## config.mk

```make
export PLATFORM = sky130hd
export DESIGN_NAME = wiper_regfile
export DESIGN_NICKNAME = d
export VERILOG_FILES = /design/src/rtl/wiper_file_pkg.sv /design/src/rtl/wfile_ctrl.sv /design/src/rtl/wfile_datapath.sv /design/src/rtl/wiper_regfile.sv
export SDC_FILE = /design/constraint.sdc
export NUM_CORES = 1
export LEC_CHECK = 0
export BUFFER_PORTS_ARGS = -buffer_cell sky130_fd_sc_hd__buf_2
export CORE_MARGIN = 4
export CORE_UTILIZATION = 57
export CTS_CLUSTER_DIAMETER = 200
export DETAILED_ROUTE_END_ITERATION = 10
export PLACE_DENSITY = 0.77
export SYNTH_ARGS = -nofsm -noshare
export SYNTH_HDL_FRONTEND = slang
export SYNTH_HIERARCHICAL = 1
export SYNTH_SLANG_ARGS = --single-unit
export TNS_END_PERCENT = 30
```

## constraint.sdc

```tcl
create_clock -name clk -period 3.3 [get_ports clk]
set_clock_uncertainty 0.1 [all_clocks]
set_input_delay 0.33 -clock clk [delete_from_list [all_inputs] [get_ports clk]]
set_output_delay 0.33 -clock clk [all_outputs]
set_load 0.01 [all_outputs]
```

## src/rtl/wiper_file_pkg.sv

```systemverilog
package wiper_file_pkg;
  localparam int IDX_W = 4;

  typedef enum logic [2:0] {
    BANK_NONE = 3'd0,
    BANK_LIVE = 3'd1,
    BANK_INIT = 3'd2,
    BANK_GP   = 3'd3,
    BANK_CTL  = 3'd4
  } bank_e;

  typedef struct packed {
    logic             wrStb;
    bank_e            wrBank;
    logic [IDX_W-1:0] wrIdx;
    logic             rdStb;
    bank_e            rdBank;
    logic [IDX_W-1:0] rdIdx;
    logic             nvReq;
  } strobe_t;
endpackage

```

## src/rtl/wfile_ctrl.sv

```systemverilog
module wfile_ctrl
  import wiper_file_pkg::*;
#(
  parameter int NUM_CH = 4,
  parameter int NUM_GP = 3,
  parameter int ADDR_W = 4
) (
  input  logic              accValid,
  input  logic              accWrite,
  input  logic [ADDR_W-1:0] accAddr,
  input  logic              volMode,
  input  logic              nvBusy,
  output strobe_t           stb
);
  localparam logic [ADDR_W-1:0] GP_BASE  = ADDR_W'(NUM_CH);
  localparam logic [ADDR_W-1:0] RSV_ADDR = ADDR_W'(NUM_CH + NUM_GP);
  localparam logic [ADDR_W-1:0] CTL_ADDR = ADDR_W'(NUM_CH + NUM_GP + 1);

  bank_e            bank;
  logic [IDX_W-1:0] idx;
  logic             wrOk;

  always_comb begin
    bank = BANK_NONE;
    idx  = '0;
    if (accAddr < GP_BASE) begin
      bank = volMode ? BANK_LIVE : BANK_INIT;
      idx  = IDX_W'(accAddr);
    end else if (accAddr < RSV_ADDR) begin
      bank = BANK_GP;
      idx  = IDX_W'(accAddr - GP_BASE);
    end else if (accAddr == CTL_ADDR) begin
      bank = BANK_CTL;
    end
  end

  assign wrOk = accValid && accWrite && !nvBusy && (bank != BANK_NONE);

  always_comb begin
    stb        = '0;
    stb.wrStb  = wrOk;
    stb.wrBank = wrOk ? bank : BANK_NONE;
    stb.wrIdx  = idx;
    stb.rdStb  = accValid && !accWrite;
    stb.rdBank = bank;
    stb.rdIdx  = idx;
    stb.nvReq  = wrOk && (bank == BANK_INIT || bank == BANK_GP);
  end
endmodule

```

## src/rtl/wfile_datapath.sv

```systemverilog
module wfile_datapath
  import wiper_file_pkg::*;
#(
  parameter int NUM_CH      = 4,
  parameter int NUM_GP      = 3,
  parameter int CODE_W      = 7,
  parameter int DATA_W      = 8,
  parameter int ADDR_W      = 4,
  parameter int WIPER_RESET = 64,
  parameter int GP_RESET    = 0
) (
  input  logic                     clk,
  input  logic                     rstN,
  input  strobe_t                  stb,
  input  logic [DATA_W-1:0]        wrData,
  input  logic [ADDR_W-1:0]        accAddr,
  input  logic                     nvBusy,
  output logic [NUM_CH*CODE_W-1:0] wiperCode,
  output logic                     volMode,
  output logic                     shdnBit,
  output logic [DATA_W-1:0]        rdData,
  output logic                     nvWrReq,
  output logic [ADDR_W-1:0]        nvWrAddr,
  output logic [DATA_W-1:0]        nvWrData
);
  localparam logic [CODE_W-1:0] CODE_RST = CODE_W'(WIPER_RESET);
  localparam logic [DATA_W-1:0] GP_RST   = DATA_W'(GP_RESET);

  logic [CODE_W-1:0] liveQ [NUM_CH];
  logic [CODE_W-1:0] initQ [NUM_CH];
  logic [DATA_W-1:0] gpQ   [NUM_GP];
  logic              volQ, shdnQ;
  logic [DATA_W-1:0] rdNext;
  logic [CODE_W-1:0] wrCode;

  assign wrCode = wrData[CODE_W-1:0];

  for (genvar ch = 0; ch < NUM_CH; ch++) begin : g_chan
    logic hitLive, hitInit;
    assign hitLive = stb.wrStb && stb.wrBank == BANK_LIVE && stb.wrIdx == IDX_W'(ch);
    assign hitInit = stb.wrStb && stb.wrBank == BANK_INIT && stb.wrIdx == IDX_W'(ch);

    always_ff @(posedge clk) begin
      if (!rstN) begin
        liveQ[ch] <= CODE_RST;
        initQ[ch] <= CODE_RST;
      end else begin
        if (hitLive || hitInit) liveQ[ch] <= wrCode;
        if (hitInit) initQ[ch] <= wrCode;
      end
    end

    assign wiperCode[ch*CODE_W +: CODE_W] = liveQ[ch];

    assert_initcopy_R2: assert property (@(posedge clk) disable iff (!rstN)
      $past(hitInit) |-> (liveQ[ch] == initQ[ch]));
  end

  for (genvar g = 0; g < NUM_GP; g++) begin : g_gp
    always_ff @(posedge clk) begin
      if (!rstN) gpQ[g] <= GP_RST;
      else if (stb.wrStb && stb.wrBank == BANK_GP && stb.wrIdx == IDX_W'(g))
        gpQ[g] <= wrData;
    end
  end

  always_ff @(posedge clk) begin
    if (!rstN) begin
      volQ  <= 1'b0;
      shdnQ <= 1'b1;
    end else if (stb.wrStb && stb.wrBank == BANK_CTL) begin
      volQ  <= wrData[DATA_W-1];
      shdnQ <= wrData[DATA_W-2];
    end
  end

  assign volMode = volQ;
  assign shdnBit = shdnQ;

  always_comb begin
    rdNext = '0;
    unique case (stb.rdBank)
      BANK_LIVE: for (int c = 0; c < NUM_CH; c++)
                   if (stb.rdIdx == IDX_W'(c)) rdNext = DATA_W'(liveQ[c]);
      BANK_INIT: for (int c = 0; c < NUM_CH; c++)
                   if (stb.rdIdx == IDX_W'(c)) rdNext = DATA_W'(initQ[c]);
      BANK_GP:   for (int g = 0; g < NUM_GP; g++)
                   if (stb.rdIdx == IDX_W'(g)) rdNext = gpQ[g];
      BANK_CTL:  rdNext = {volQ, shdnQ, nvBusy, {(DATA_W-3){1'b0}}};
      default:   rdNext = '0;
    endcase
  end

  always_ff @(posedge clk) begin
    if (!rstN) rdData <= '0;
    else if (stb.rdStb) rdData <= rdNext;
  end

  always_ff @(posedge clk) begin
    if (!rstN) begin
      nvWrReq  <= 1'b0;
      nvWrAddr <= '0;
      nvWrData <= '0;
    end else begin
      nvWrReq <= stb.nvReq;
      if (stb.nvReq) begin
        nvWrAddr <= accAddr;
        nvWrData <= (stb.wrBank == BANK_INIT) ? DATA_W'(wrCode) : wrData;
      end
    end
  end

  assert_stall_R7: assert property (@(posedge clk) disable iff (!rstN)
    nvBusy |-> !stb.wrStb);

  assert_nvpulse_R8: assert property (@(posedge clk) disable iff (!rstN)
    nvWrReq |-> $past(stb.wrStb && (stb.wrBank == BANK_INIT || stb.wrBank == BANK_GP)));

  assert_rsvzero_R5: assert property (@(posedge clk) disable iff (!rstN)
    $past(stb.rdStb && stb.rdBank == BANK_NONE) |-> (rdData == '0));

  assert_ctlpad_R6: assert property (@(posedge clk) disable iff (!rstN)
    $past(stb.rdStb && stb.rdBank == BANK_CTL) |-> (rdData[DATA_W-4:0] == '0));

  assert_codehold_R11: assert property (@(posedge clk) disable iff (!rstN)
    !$past(stb.wrStb) |-> $stable(wiperCode));
endmodule

```

## src/rtl/wiper_regfile.sv

```systemverilog
module wiper_regfile
  import wiper_file_pkg::*;
#(
  parameter int NUM_CH      = 4,
  parameter int NUM_GP      = 3,
  parameter int CODE_W      = 7,
  parameter int DATA_W      = 8,
  parameter int ADDR_W      = 4,
  parameter int WIPER_RESET = 64,
  parameter int GP_RESET    = 0
) (
  input  logic                     clk,
  input  logic                     rstN,
  input  logic                     accValid,
  input  logic                     accWrite,
  input  logic [ADDR_W-1:0]        accAddr,
  input  logic [DATA_W-1:0]        wrData,
  output logic [DATA_W-1:0]        rdData,
  input  logic                     nvBusy,
  output logic                     nvWrReq,
  output logic [ADDR_W-1:0]        nvWrAddr,
  output logic [DATA_W-1:0]        nvWrData,
  input  logic                     shutdownPinN,
  output logic [NUM_CH*CODE_W-1:0] wiperCode,
  output logic [NUM_CH-1:0]        hiOpen,
  output logic [NUM_CH-1:0]        wiperToLow
);
  strobe_t stb;
  logic    volMode, shdnBit, sdOn;

  wfile_ctrl #(.NUM_CH(NUM_CH), .NUM_GP(NUM_GP), .ADDR_W(ADDR_W)) u_ctrl (
    .accValid(accValid), .accWrite(accWrite), .accAddr(accAddr),
    .volMode(volMode), .nvBusy(nvBusy), .stb(stb)
  );

  wfile_datapath #(
    .NUM_CH(NUM_CH), .NUM_GP(NUM_GP), .CODE_W(CODE_W), .DATA_W(DATA_W),
    .ADDR_W(ADDR_W), .WIPER_RESET(WIPER_RESET), .GP_RESET(GP_RESET)
  ) u_dp (
    .clk(clk), .rstN(rstN), .stb(stb), .wrData(wrData), .accAddr(accAddr),
    .nvBusy(nvBusy), .wiperCode(wiperCode), .volMode(volMode), .shdnBit(shdnBit),
    .rdData(rdData), .nvWrReq(nvWrReq), .nvWrAddr(nvWrAddr), .nvWrData(nvWrData)
  );

  assign sdOn       = ~(shutdownPinN & shdnBit);
  assign hiOpen     = {NUM_CH{sdOn}};
  assign wiperToLow = {NUM_CH{sdOn}};

  assert_sdhold_R9: assert property (@(posedge clk) disable iff (!rstN)
    (hiOpen[0] && $past(hiOpen[0]) && !$past(accValid && accWrite)) |-> $stable(wiperCode));
endmodule

```

==> impl_metrics.toml <==
[outcome]
run_status = "finished clean"

[finish]
num_antenna_cells = 0
synthToLayoutAreaGrowth_pct = 11.8
seq_area_um2 = 2860
post-route-util = 0.656
drive_above_1_share = 0.250
finish.net_count = 522
multiInputGateArea_um2 = 2050
fillerInstances = 678

[clocking]
cts_num_sinks = 103
post-cts-setup-buffer-count = 0
cts_tree = "yes"
insertion_delay_ns = 0.36
cts.root.buffer_cell = "clkbuf_8"
max-clock-path-buffers = 2
cts_hold_buffers = 0
cts-resized-gates = 0
cts.reportedPaths.clkPinSlew_ns = 0.10
cts_buffers = 9
clock_tree.htree_level_count = 3

[yosys]
ys_types = 51
synth_fa_ha_area_frac = 0
largest_family_of_logic_cells_by_synthesized_area = "simple AND/OR/NAND/NOR gates"
synthFlopType = "edfxtp_1"
number_of_enable_flip_flop_cells_after_synthesis = 80
syn_area_per_cell_um2 = 11.5
synthesis.instances = 447
synth_area_um2 = 5140
synth-compound-area-share = 0.0934
postSynthRegisterBits = 103
synth.mux.area_fraction = 0.0805
synth_simple_gate_area_share = 0.216
ys_async_sr_fraction = 0
synth_seq_area_share = 0.557
synth_xor_area_frac = 0.00170
synth_area_leaders = "edfxtp_1 47%, dfxtp_1 9.0%, and2_1 8.9%"
synth.top_cells.by_count = "80 x edfxtp_1, 73 x and2_1, 29 x mux2i_1"
post-synth-top-count-cell = "edfxtp_1"
yosys.area.top_type = "edfxtp_1"
synthDominantCellAreaShare = 0.467
yosys_warnings = 6

[floorplan]
fp.dieW_um = 103
core_area_um2 = 8760
height_of_the_chip_um = 103
site_rows = 34
design.die.area_um2 = 10600
boundaryPins = 75
start_util = 0.587

[timing]
worst_slew_pin_slew_ns = 1.19
timing.slew.headroom = 0.198
timing.final.setup_violations = 0
setup_tns_ns = 0
setup_ws_ns = 0.624
finalMaxSlewViolations = 0
layout_worst_path_cycle_share = 0.811
max_clock_freq_ghz = 0.374
finalHoldWorstSlack_ns = 0.217
finalCriticalPeriod_ns = 2.68
finalHoldViolations = 0
unrepaired_setup_endpoints_after_global_routing = "false"

[place]
detailedPlacementHpwl_mm = 8.41
port-buffer-count = 74
placement_setup_slack_ns = 0.282
gp_congestion = 0.894

[setup_path]
critical_path.max_stage_delay_ns = 0.96
required_ns = 3.18
cp_max_fo = 8
timing.rr.start = "u_dp/volMode"
timing.critical_path.from_type = "input port"
timing.setup.critical_path_class = "in2reg"
crit_path_start = "accAddr[0]"
critical_path.cell_chain = "buf_2 > nor4bb_1 > o2bb2ai_1 > nor2b_1 > nand3_1 > o21ai_0"
timing.critical_path.slowest_stage_cell = "o21ai_0"
critical_path.reg2reg.endpoint = "u_dp/liveQ[2][3]"
capturing_element_type_of_the_critical_path = "register"
worstPathArrival_ns = 2.56
timing.reg2reg.setup_slack_ns = 0.64
timing.critical_path.to = "u_dp/gpQ[2][0]"
worst-r2r-cell-count = 6

[pwr]
leakage_nw = 2.08
totalPowerFinal_w = 0.00254
power.density_nw_per_um2 = 442
vdd.ir_drop.worst_mv = 0.330

[routing]
vias_per_cell = 5.91
via_count = 3645
wl_per_cell_um = 19.3
first_pass_iteration_count_of_the_detailed_router = 5
first_iter_violations = 302
drt.antenna.violating_nets = 0
drt_drc_violations_left = 0
total_wire_length_after_detailed_routing_mm = 11.9

[global_routing]
grt.overflow.total = 0
antenna_found_initial = 0
grt_first_pass_wirelength_mm = 18.4
grt.total_usage = 0.234
grt_max_degree = 40
vias_in_the_first_global_route = 3469

[job]
max_cap_violations = 0

[min_path]
min_path_type = "in2reg"
-- how the worst min path moves through the flow --
stage,from,endpoint,slack [ns],cells past startpoint
floorplan,u_dp/shdnBit,u_dp/shdnBit,0.36,2
global placement,u_dp/nvWrData[7],u_dp/nvWrData[7],0.36,2
detailed placement,u_dp/nvWrData[7],u_dp/nvWrData[7],0.38,2
CTS,wrData[7],u_dp/gpQ[0][7],0.20,2
global route,wrData[7],u_dp/gpQ[0][7],0.20,2
finish,wrData[7],u_dp/gpQ[0][7],0.22,2
-- state kept, by name (all words and copies together) (netlist names) --
register and cells:
u_dp/liveQ 28, u_dp/volMode 1, u_dp/nvWrData 8, u_dp/shdnBit 1, u_dp/rdData 8, u_dp/gpQ 24
u_dp/nvWrReq 1, u_dp/nvWrAddr 4, u_dp/initQ 28
-- placed cells by master (no fill, tap or decap), types with 11 or more instances in the layout --
master	count
edfxtp_1	80
mux2i_1	29
buf_4	13
dfxtp_1	23
buf_2	74
and2_1	73
nor2_1	13
o21ai_0	19
nor3_1	11
nor2b_1	24
mux2_2	11
nand2_1	14
a21oi_1	13
-- logic make-up after synthesis --
family	Yosys count
compound gates	73
flops	103
simple gates	182
buf+inv	47
mux	40
xor+xnor	1
other cells	1
-- critical path, delay by kind of cell --
family / cells / cell delay, ns
AO/OA/AOI/OAI: 2 / 1.12
AND/OR/NAND/NOR: 3 / 0.94
buffers and inverters: 1 / 0.16
-- where the power goes --
part / internal (W) / switching (W)
Combinational: 0.0000930 / 0.000159
Clock: 0.000376 / 0.000442
Sequential: 0.00145 / 0.0000215
-- layout make-up --
| class | count | share of cell area |
|---|---|---|
| Clock buffer | 11 | 0.0303 |
| Clock inverter | 5 | 0.00740 |
| Inverter | 3 | 0.00196 |
| Multi-Input combinational cell | 300 | 0.357 |
| Sequential cell | 103 | 0.498 |
| Tap cell | 108 | 0.0235 |
| Timing Repair Buffer | 87 | 0.0814 |
-- stage by stage --
step                      instances  area (um^2)
final                           617         5750
after global routing            617         5750
after detailed placement        601         5530
after CTS                       617         5750
after floorplan                 450         5150
after global placement          601         5530
-- routing by layer --
layer  vias up  wire [um]  part of all wire  GRT usage
met3        30        974             0.082     0.0487
li1       1711          -                 -          -
met4         0        233             0.020     0.0598
met2       160       5620              0.47      0.387
met5         -          0                 0          0
met1      1744       5080              0.43      0.316
Note: power is estimated with default switching activity, not from simulation.
